[config.mk]
export PLATFORM = sky130hd
export DESIGN_NAME = bldc_hall_commutator
export DESIGN_NICKNAME = d
export VERILOG_FILES = /design/src/rtl/bldc_comm_pkg.sv /design/src/rtl/hall_sync.sv /design/src/rtl/comm_table.sv /design/src/rtl/drive_arbiter.sv /design/src/rtl/bldc_hall_commutator.sv
export SDC_FILE = /design/constraint.sdc
export NUM_CORES = 1
export LEC_CHECK = 0
export ABC_AREA = 1
export BUFFER_PORTS_ARGS = -buffer_cell sky130_fd_sc_hd__clkbuf_2
export CORE_AREA = 10 10 47 49
export CTS_CLUSTER_DIAMETER = 40
export CTS_CLUSTER_SIZE = 30
export DETAILED_ROUTE_END_ITERATION = 10
export DIE_AREA = 0 0 57 59
export GPL_TIMING_DRIVEN = 0
export PLACE_DENSITY_LB_ADDON = 0.05
export SKIP_CTS_REPAIR_TIMING = 1
export SLEW_MARGIN = 20
export SYNTH_ARGS = -nofsm -noshare
export SYNTH_HDL_FRONTEND = slang
export SYNTH_SLANG_ARGS = --single-unit
export TNS_END_PERCENT = 100
[constraint.sdc]
create_clock -name clk -period 1.1 [get_ports clk]
set_input_delay 0.055 -clock clk [delete_from_list [all_inputs] [get_ports clk]]
set_output_delay 0.055 -clock clk [all_outputs]
set_load 0.05 [all_outputs]
[src/rtl/bldc_comm_pkg.sv]
// Shared types for the Hall commutation decoder.
// Assumes three motor legs; the leg state is a two-bit enum.
package bldc_comm_pkg;

    localparam int LEGS   = 3;
    localparam int HALL_W = 3;

    typedef enum logic [1:0] {
        LEG_FLOAT = 2'b00,
        LEG_SRC   = 2'b01,
        LEG_SNK   = 2'b10
    } leg_drive_e;

    typedef leg_drive_e [LEGS-1:0] leg_set_t;

    // Exchange source and sink; a floating leg stays floating.
    function automatic leg_drive_e leg_flip(input leg_drive_e d);
        case (d)
            LEG_SRC: leg_flip = LEG_SNK;
            LEG_SNK: leg_flip = LEG_SRC;
            default: leg_flip = LEG_FLOAT;
        endcase
    endfunction

endpackage

[src/rtl/hall_sync.sv]
// Multi-flop synchronizer for the asynchronous Hall inputs.
// Assumes the inputs change slowly compared with clk. The latency equals STAGES edges.
module hall_sync #(
    parameter int W      = 3,
    parameter int STAGES = 2
) (
    input  logic         clk,
    input  logic         rst_n,
    input  logic [W-1:0] d_in,
    output logic [W-1:0] q_out
);

    logic [W-1:0] pipe [STAGES];

    // Shift the sampled Hall code through the flop chain.
    always_ff @(posedge clk) begin
        if (!rst_n) begin
            for (int k = 0; k < STAGES; k++) pipe[k] <= '0;
        end else begin
            pipe[0] <= d_in;
            for (int k = 1; k < STAGES; k++) pipe[k] <= pipe[k-1];
        end
    end

    assign q_out = pipe[STAGES-1];

    generate
        if (STAGES == 2) begin : g_lat_chk
            logic [1:0] settle;
            // Count edges since reset so the latency check never looks before reset.
            always_ff @(posedge clk) begin
                if (!rst_n)              settle <= 2'd0;
                else if (settle != 2'd2) settle <= settle + 2'd1;
            end
            AST_SYNC_LATENCY: assert property (@(posedge clk) disable iff (!rst_n)
                (settle == 2'd2) |-> (q_out == $past(d_in, 2)));
        end
    endgenerate

endmodule

[src/rtl/comm_table.sv]
// Combinational forward-direction decode of one Hall code into three leg states.
// Assumes code[2] is sensor 1 and code[0] is sensor 3. It covers both 60- and 120-degree spacing.
module comm_table
    import bldc_comm_pkg::*;
(
    input  logic [HALL_W-1:0] code,
    output leg_set_t          fwd
);

    // Map each of the eight codes to source/sink/float per leg (index 0 = leg 1).
    always_comb begin
        fwd = {LEG_FLOAT, LEG_FLOAT, LEG_FLOAT};
        case (code)
            3'b100:         fwd = {LEG_SNK,   LEG_FLOAT, LEG_SRC};
            3'b110:         fwd = {LEG_SNK,   LEG_SRC,   LEG_FLOAT};
            3'b010, 3'b111: fwd = {LEG_FLOAT, LEG_SRC,   LEG_SNK};
            3'b011:         fwd = {LEG_SRC,   LEG_FLOAT, LEG_SNK};
            3'b001:         fwd = {LEG_SRC,   LEG_SNK,   LEG_FLOAT};
            3'b101, 3'b000: fwd = {LEG_FLOAT, LEG_SNK,   LEG_SRC};
            default:        fwd = {LEG_FLOAT, LEG_FLOAT, LEG_FLOAT};
        endcase
    end

endmodule

[src/rtl/drive_arbiter.sv]
// Applies direction, enable and brake to the decoded legs and splits them into switch requests.
// Priority order: reset, then enable low, then brake, then the decode.
module drive_arbiter
    import bldc_comm_pkg::*;
(
    input  logic            rst_n,
    input  logic            enable,
    input  logic            brake,
    input  logic            dir_rev,
    input  leg_set_t        fwd,
    output logic [LEGS-1:0] hs_req,
    output logic [LEGS-1:0] ls_req
);

    logic run_ok;

    // Outputs may be active only out of reset and while enabled.
    assign run_ok = rst_n && enable;

    generate
        for (genvar g = 0; g < LEGS; g++) begin : g_leg
            leg_drive_e eff;
            // Reverse direction swaps source and sink on this leg.
            assign eff = dir_rev ? leg_flip(fwd[g]) : fwd[g];
            // Brake forces the low side on and the high side off.
            assign hs_req[g] = run_ok && !brake && (eff == LEG_SRC);
            assign ls_req[g] = run_ok && (brake || (eff == LEG_SNK));
        end
    endgenerate

endmodule

[src/rtl/bldc_hall_commutator.sv]
// Top level: synchronizes the Hall inputs, decodes them and drives the six switch requests.
// Assumes the downstream stages insert dead time and PWM. Control inputs act combinationally.
module bldc_hall_commutator
    import bldc_comm_pkg::*;
#(
    parameter int SYNC_STAGES = 2
) (
    input  logic              clk,
    input  logic              rst_n,
    input  logic [HALL_W-1:0] hall_in,
    input  logic              dir_rev,
    input  logic              enable,
    input  logic              brake,
    output logic [LEGS-1:0]   hs_req,
    output logic [LEGS-1:0]   ls_req
);

    logic [HALL_W-1:0] hall_s;
    leg_set_t          fwd;

    hall_sync #(.W(HALL_W), .STAGES(SYNC_STAGES)) u_sync (
        .clk   (clk),
        .rst_n (rst_n),
        .d_in  (hall_in),
        .q_out (hall_s)
    );

    comm_table u_table (
        .code (hall_s),
        .fwd  (fwd)
    );

    drive_arbiter u_arb (
        .rst_n   (rst_n),
        .enable  (enable),
        .brake   (brake),
        .dir_rev (dir_rev),
        .fwd     (fwd),
        .hs_req  (hs_req),
        .ls_req  (ls_req)
    );

    AST_RESET_QUIET: assert property (@(posedge clk)
        !rst_n |-> (hs_req == '0 && ls_req == '0));
    AST_NO_SHOOT_THROUGH: assert property (@(posedge clk) disable iff (!rst_n)
        (hs_req & ls_req) == '0);
    AST_OFF_WHEN_DISABLED: assert property (@(posedge clk) disable iff (!rst_n)
        !enable |-> (hs_req == '0 && ls_req == '0));
    AST_BRAKE_ALL_LOW: assert property (@(posedge clk) disable iff (!rst_n)
        (enable && brake) |-> (ls_req == '1 && hs_req == '0));
    AST_ONE_SRC_ONE_SNK: assert property (@(posedge clk) disable iff (!rst_n)
        (enable && !brake) |-> ($countones(hs_req) == 1 && $countones(ls_req) == 1));
    AST_ONE_FLOATING: assert property (@(posedge clk) disable iff (!rst_n)
        (enable && !brake) |-> ($countones(hs_req | ls_req) == 2));

endmodule

==> out/metrics.cfg, run 1 <==
[run_status]
status = finished with violations
violations = hold timing, setup timing

[routing]
drc = 0
drt-wirelength-per-cell_um = 8.06
drt_wl_total_um = 685
drt_iter0_markers = 2
antenna_left = 0
dr.pass1.iters = 2
vias_per_cell = 4.07
via_count = 346

[sta]
tightest_slew_ns = 0.142
tns_ns = -0.409
post-route-period-util_pct = 112
skew_ns = 0.00362
worst_slack_ns = -0.133
timing.hold.ws_ns = -0.00419
setup-violations-final = 6
hold_viol_final = 2
finalMaxSlewViolations = 0
relSlewSlack_pct = 90.5
rsz0062_at_grt = yes
min_period_ns = 1.23
max_freq_ghz = 0.811

[power_and_ir_drop]
ir_drop_mv = 0.503
powerDensity_mw_per_mm2 = 1100
power_frac_seq_pct = 41.9
pwr-share-comb_pct = 23.8
p_leak_nw = 0.309
power.total_mw = 0.563
sw_frac_of_total_pct = 28.2
clock_power_share_pct = 34.3
switching_power_mw = 0.159
p_int_mw = 0.404

[placement]
dp.cells = 81
gp_congestion = 0.742
portBuffers = 13
dp_hpwl_um = 596

[critical_path]
cp_slowest_cell = dfxtp_2
start_kind = register
cp.arrival_ns = 1.18
crit_chain = inv_2 > nand2_2 > nand2_2 > nand2_2 > nand2_2 > a21oi_2 > buf_6
path_max_fanout = 4
critPathKind = reg2out
cp_common_cell = nand2_2
cp.required_ns = 1.04
critPathMaxStageDelay_ns = 0.35
cp-end-kind = primary output
reg2regPathDepth = 2

[final_layout]
largest_reg_flops = 6
drive_gt1_share_pct = 49.3
area_delta_synth_final_pct = 62.5
regMostFlops = u_sync.pipe
reg_top3 = u_sync.pipe (6)
fill_cells = 163
utilization_pct = 36.7
nNetsFinal = 79
instances_no_fill = 85
n_antenna_cell = 0

[synthesis]
synth_area_leaders = dfxtp_1 38%, nand2_1 26%, inv_1 15%, nand3_1 6.3%, nor2_4 3.6%
synth_edf_count = 0
syn_area_um2 = 317
synth_seq_area_share_pct = 37.9
synth_cell_types = 10
ys.flop_type = dfxtp_1
synth_warnings = 0
yosysMostFrequentCell = nand2_1
synth_top_area_share_pct = 37.9
synth_common_cells = 22 x nand2_1, 13 x inv_1, 6 x dfxtp_1, 4 x nand3_1, 2 x a21oi_1
postSynthCellCount = 52
synth_seq_cells = 6
avgSynthCellArea_um2 = 6.09
yosysTopAreaCell = dfxtp_1
synthArstFlopShare_pct = 0
syn_nets = 60

[floorplanning]
io_pins = 14
die_area_mm2 = 0.00336
die_x_um = 57
core_mm2 = 0.00140
start_util_pct = 22.6
rows = 14
die-height_um = 59

[cts]
htree_levels = 1
cts.sinks = 6
cts_buffers = 3
root_buffer = clkbuf_4
clk_pin_slew_ns = 0.04
clock_latency_ns = 0.24
cts_tree = built
clock_path_buffers = 2

[global_routing]
grt_overflow = 0
grt_pass1_wl_um = 1200
grt_pass1_vias = 321
antenna_found_initial = 0
track_usage_pct = 4.54
grt_max_degree = 8

[min_path]
min_path_type = in2reg
hold_depth = 3

[run]
maxCapViolations = 0

[cell type report]
cell class	count	area, µm²	share of cell area, %
Clock buffer	3	22.5	4.38
Inverter	14	52.6	10.2
Multi-Input combinational cell	32	179	34.8
Sequential cell	6	124	24.1
Tap cell	16	20.0	3.89
Timing Repair Buffer	14	116	22.6
[per-layer routing]
layer	vias up	track usage, %	routed length (µm)	share of wire [%]
li1	186	-	-	-
met1	151	4.04	259	38
met2	9	6.98	348	51
met3	0	3.00	78	11
met4	0	4.03	0	0
met5	-	0	0	0
[critical path: cells and delay by family (launching register included)]
family / cells / cell delay [ns]
buffers and inverters: 2 / 0.21
and+or+nand+nor: 4 / 0.26
AOI/OAI and AO/OA: 1 / 0.14
DFF: 1 / 0.35
[cell usage in the layout, fill, tap and decap left out, types with 2 or more instances in the layout]
cell type,instances
a21oi_2,2
buf_6,5
clkbuf_2,7
clkbuf_4,3
dfxtp_1,3
dfxtp_2,3
inv_1,11
inv_2,3
nand2_1,15
nand2_2,7
nand3_1,4
[power groups by stage]
stage	sequential, mW	combinational (mW)	clock, mW
after CTS	0.233	0.112	0.216
after global routing	0.236	0.150	0.228
after global placement	0.237	0.112	0
after detailed placement	0.237	0.112	0
after floorplan	0.236	0.0779	0
final	0.236	0.134	0.193
[stage by stage]
| step | setup WS [ns] | instance area, µm² |
|---|---|---|
| 2_1_floorplan | -0.0550 | 324 |
| 3_3_place_gp | -0.0299 | 409 |
| 3_5_place_dp | -0.0196 | 409 |
| 4_1_cts | -0.282 | 432 |
| 5_1_grt | -0.230 | 514 |
| 6_report | -0.133 | 514 |
[final timing paths]
kind	start	endpoint	slack (ns)
worst max-delay path	u_sync.pipe[0][3]	ls_req[1]	-0.13
worst min-delay path	hall_in[2]	u_sync.pipe[0][2]	-0.004
worst max register to register	u_sync.pipe[0][0]	u_sync.pipe[0][3]	0.62
worst min register to register	u_sync.pipe[0][1]	u_sync.pipe[0][4]	0.41
[cells by family after synthesis]
family          Yosys count  share of synthesized area [%]
simple gates             30                           42.3
compound gates            2                           3.16
flops                     6                           37.9
buf+inv                  14                           16.6
(Power assumes the default switching activity.)
==> inputs of run 2 (changes only) <==
TNS_END_PERCENT = 20   (was 100)
==> out/metrics.cfg, run 2 (synthesis results as in run 1) <==
[run_status]
status = finished with violations
violations = hold timing, setup timing

[global_routing]
grt_overflow = 0
grt_pass1_wl_um = 1200
antenna_found_initial = 0
grt_max_degree = 8
grt_pass1_vias = 321
track_usage_pct = 4.54

[min_path]
hold_depth = 3
min_from = hall_in[2]
min_to = u_sync.pipe[0][2]
min_path_type = in2reg

[sta]
relSlewSlack_pct = 90.5
tns_ns = -0.402
tightest_slew_ns = 0.142
finalMaxSlewViolations = 0
skew_ns = 0.00362
max_freq_ghz = 0.811
min_period_ns = 1.23
setup-violations-final = 6
hold_viol_final = 2
post-route-period-util_pct = 112
rsz0062_at_grt = yes
worst_slack_ns = -0.133
timing.hold.ws_ns = -0.00419

[floorplanning]
rows = 14
core_mm2 = 0.00140
io_pins = 14
die_x_um = 57
die-height_um = 59
start_util_pct = 22.6
die_area_mm2 = 0.00336

[final_layout]
drive_gt1_share_pct = 46.4
regMostFlops = u_sync.pipe
instances_no_fill = 85
area_delta_synth_final_pct = 58.9
nNetsFinal = 79
largest_reg_flops = 6
final_cell_mix = 16 x nand2_1, 11 x inv_1, 7 x clkbuf_2
n_antenna_cell = 0
final_common_cell = nand2_1
reg_top3 = u_sync.pipe (6)

[power_and_ir_drop]
pwr-share-comb_pct = 23.4
power_frac_seq_pct = 42.1
p_int_mw = 0.402
power.total_mw = 0.560
clock_power_share_pct = 34.5
p_leak_nw = 0.309
ir_drop_mv = 0.502
switching_power_mw = 0.158
sw_frac_of_total_pct = 28.2
powerDensity_mw_per_mm2 = 1110

[routing]
vias_per_cell = 4.05
dr.pass1.iters = 2
drt_wl_total_um = 687
drt-wirelength-per-cell_um = 8.08
via_count = 344
drc = 0
antenna_left = 0
drt_iter0_markers = 2

[cts]
root_buffer = clkbuf_4
clock_path_buffers = 2
cts_buffers = 3
htree_levels = 1
clk_pin_slew_ns = 0.04
cts.sinks = 6
cts_tree = built
clock_latency_ns = 0.24

[run]
maxCapViolations = 0

[placement]
gp_congestion = 0.742
dp_hpwl_um = 596
portBuffers = 13
dp.cells = 81
place_ws_ns = -0.0196

[critical_path]
timing.rr.end = u_sync.pipe[0][3]
cp.required_ns = 1.04
start_kind = register
regToRegStartpoint = u_sync.pipe[0][0]
cp.arrival_ns = 1.18
critPathKind = reg2out
r2r_slack_ns = 0.62
reg2regPathDepth = 2
path_max_fanout = 4
cp-end-kind = primary output

[run 2: cell types whose count changed in the layout (fill, tap and decap cells not counted)]
cell | before | now
and3_1 | 0 | 1
and3_4 | 1 | 0
buf_6 | 5 | 6
buf_8 | 1 | 0
nand2_1 | 15 | 16
nand2_2 | 7 | 6
[run 2: worst max-delay path by stage]
stage                 startpoint        end  slack, ns  cells past startpoint
4_1_cts        u_sync.pipe[0][3]  ls_req[1]      -0.28                      7
3_3_place_gp   u_sync.pipe[0][3]  ls_req[1]      -0.03                      7
5_1_grt        u_sync.pipe[0][3]  ls_req[1]      -0.23                      7
2_1_floorplan  u_sync.pipe[0][3]  ls_req[1]      -0.05                      6
3_5_place_dp   u_sync.pipe[0][3]  ls_req[1]      -0.02                      7
6_report       u_sync.pipe[0][3]  ls_req[1]      -0.13                      7
[run 2: layout make-up]
cell class,count,area [µm²]
Inverter,14,52.6
Fill cell,166,898
Sequential cell,6,124
Tap cell,16,20.0
Timing Repair Buffer,14,113
Clock buffer,3,22.5
Multi-Input combinational cell,32,171
[run 2: critical path, stage by stage, from the launching register on]
cell and delay (ns):
dfxtp_2 0.35, inv_2 0.04, nand2_2 0.08, nand2_2 0.07
nand2_2 0.06, nand2_2 0.05, a21oi_2 0.14, buf_6 0.17
[run 2: power groups by stage]
| stage | logic, mW | clock network, mW | registers, mW |
|---|---|---|---|
| floorplan | 0.0779 | 0 | 0.236 |
| global placement | 0.112 | 0 | 0.237 |
| detailed placement | 0.112 | 0 | 0.237 |
| CTS | 0.112 | 0.216 | 0.233 |
| global route | 0.147 | 0.228 | 0.236 |
| finish | 0.131 | 0.193 | 0.236 |
[run 2: per-layer routing]
layer	share of wire (%)	GRT usage [%]	routed length, µm	vias up
met2	51	6.98	347	9
li1	-	-	-	186
met1	38	4.04	261	149
met3	11	3.00	79	0
met4	0	4.03	0	0
met5	0	0	0	-
[run 2: metrics by stage]
| stage | utilization [%] | hold slack, ns | area, µm² |
|---|---|---|---|
| final | 35.9 | -0.00419 | 503 |
| after detailed placement | 29.2 | 0.241 | 409 |
| after global routing | 35.9 | 0.00841 | 503 |
| after global placement | 29.2 | 0.235 | 409 |
| after CTS | 30.8 | -0.0219 | 432 |
| after floorplan | - | 0.148 | 324 |
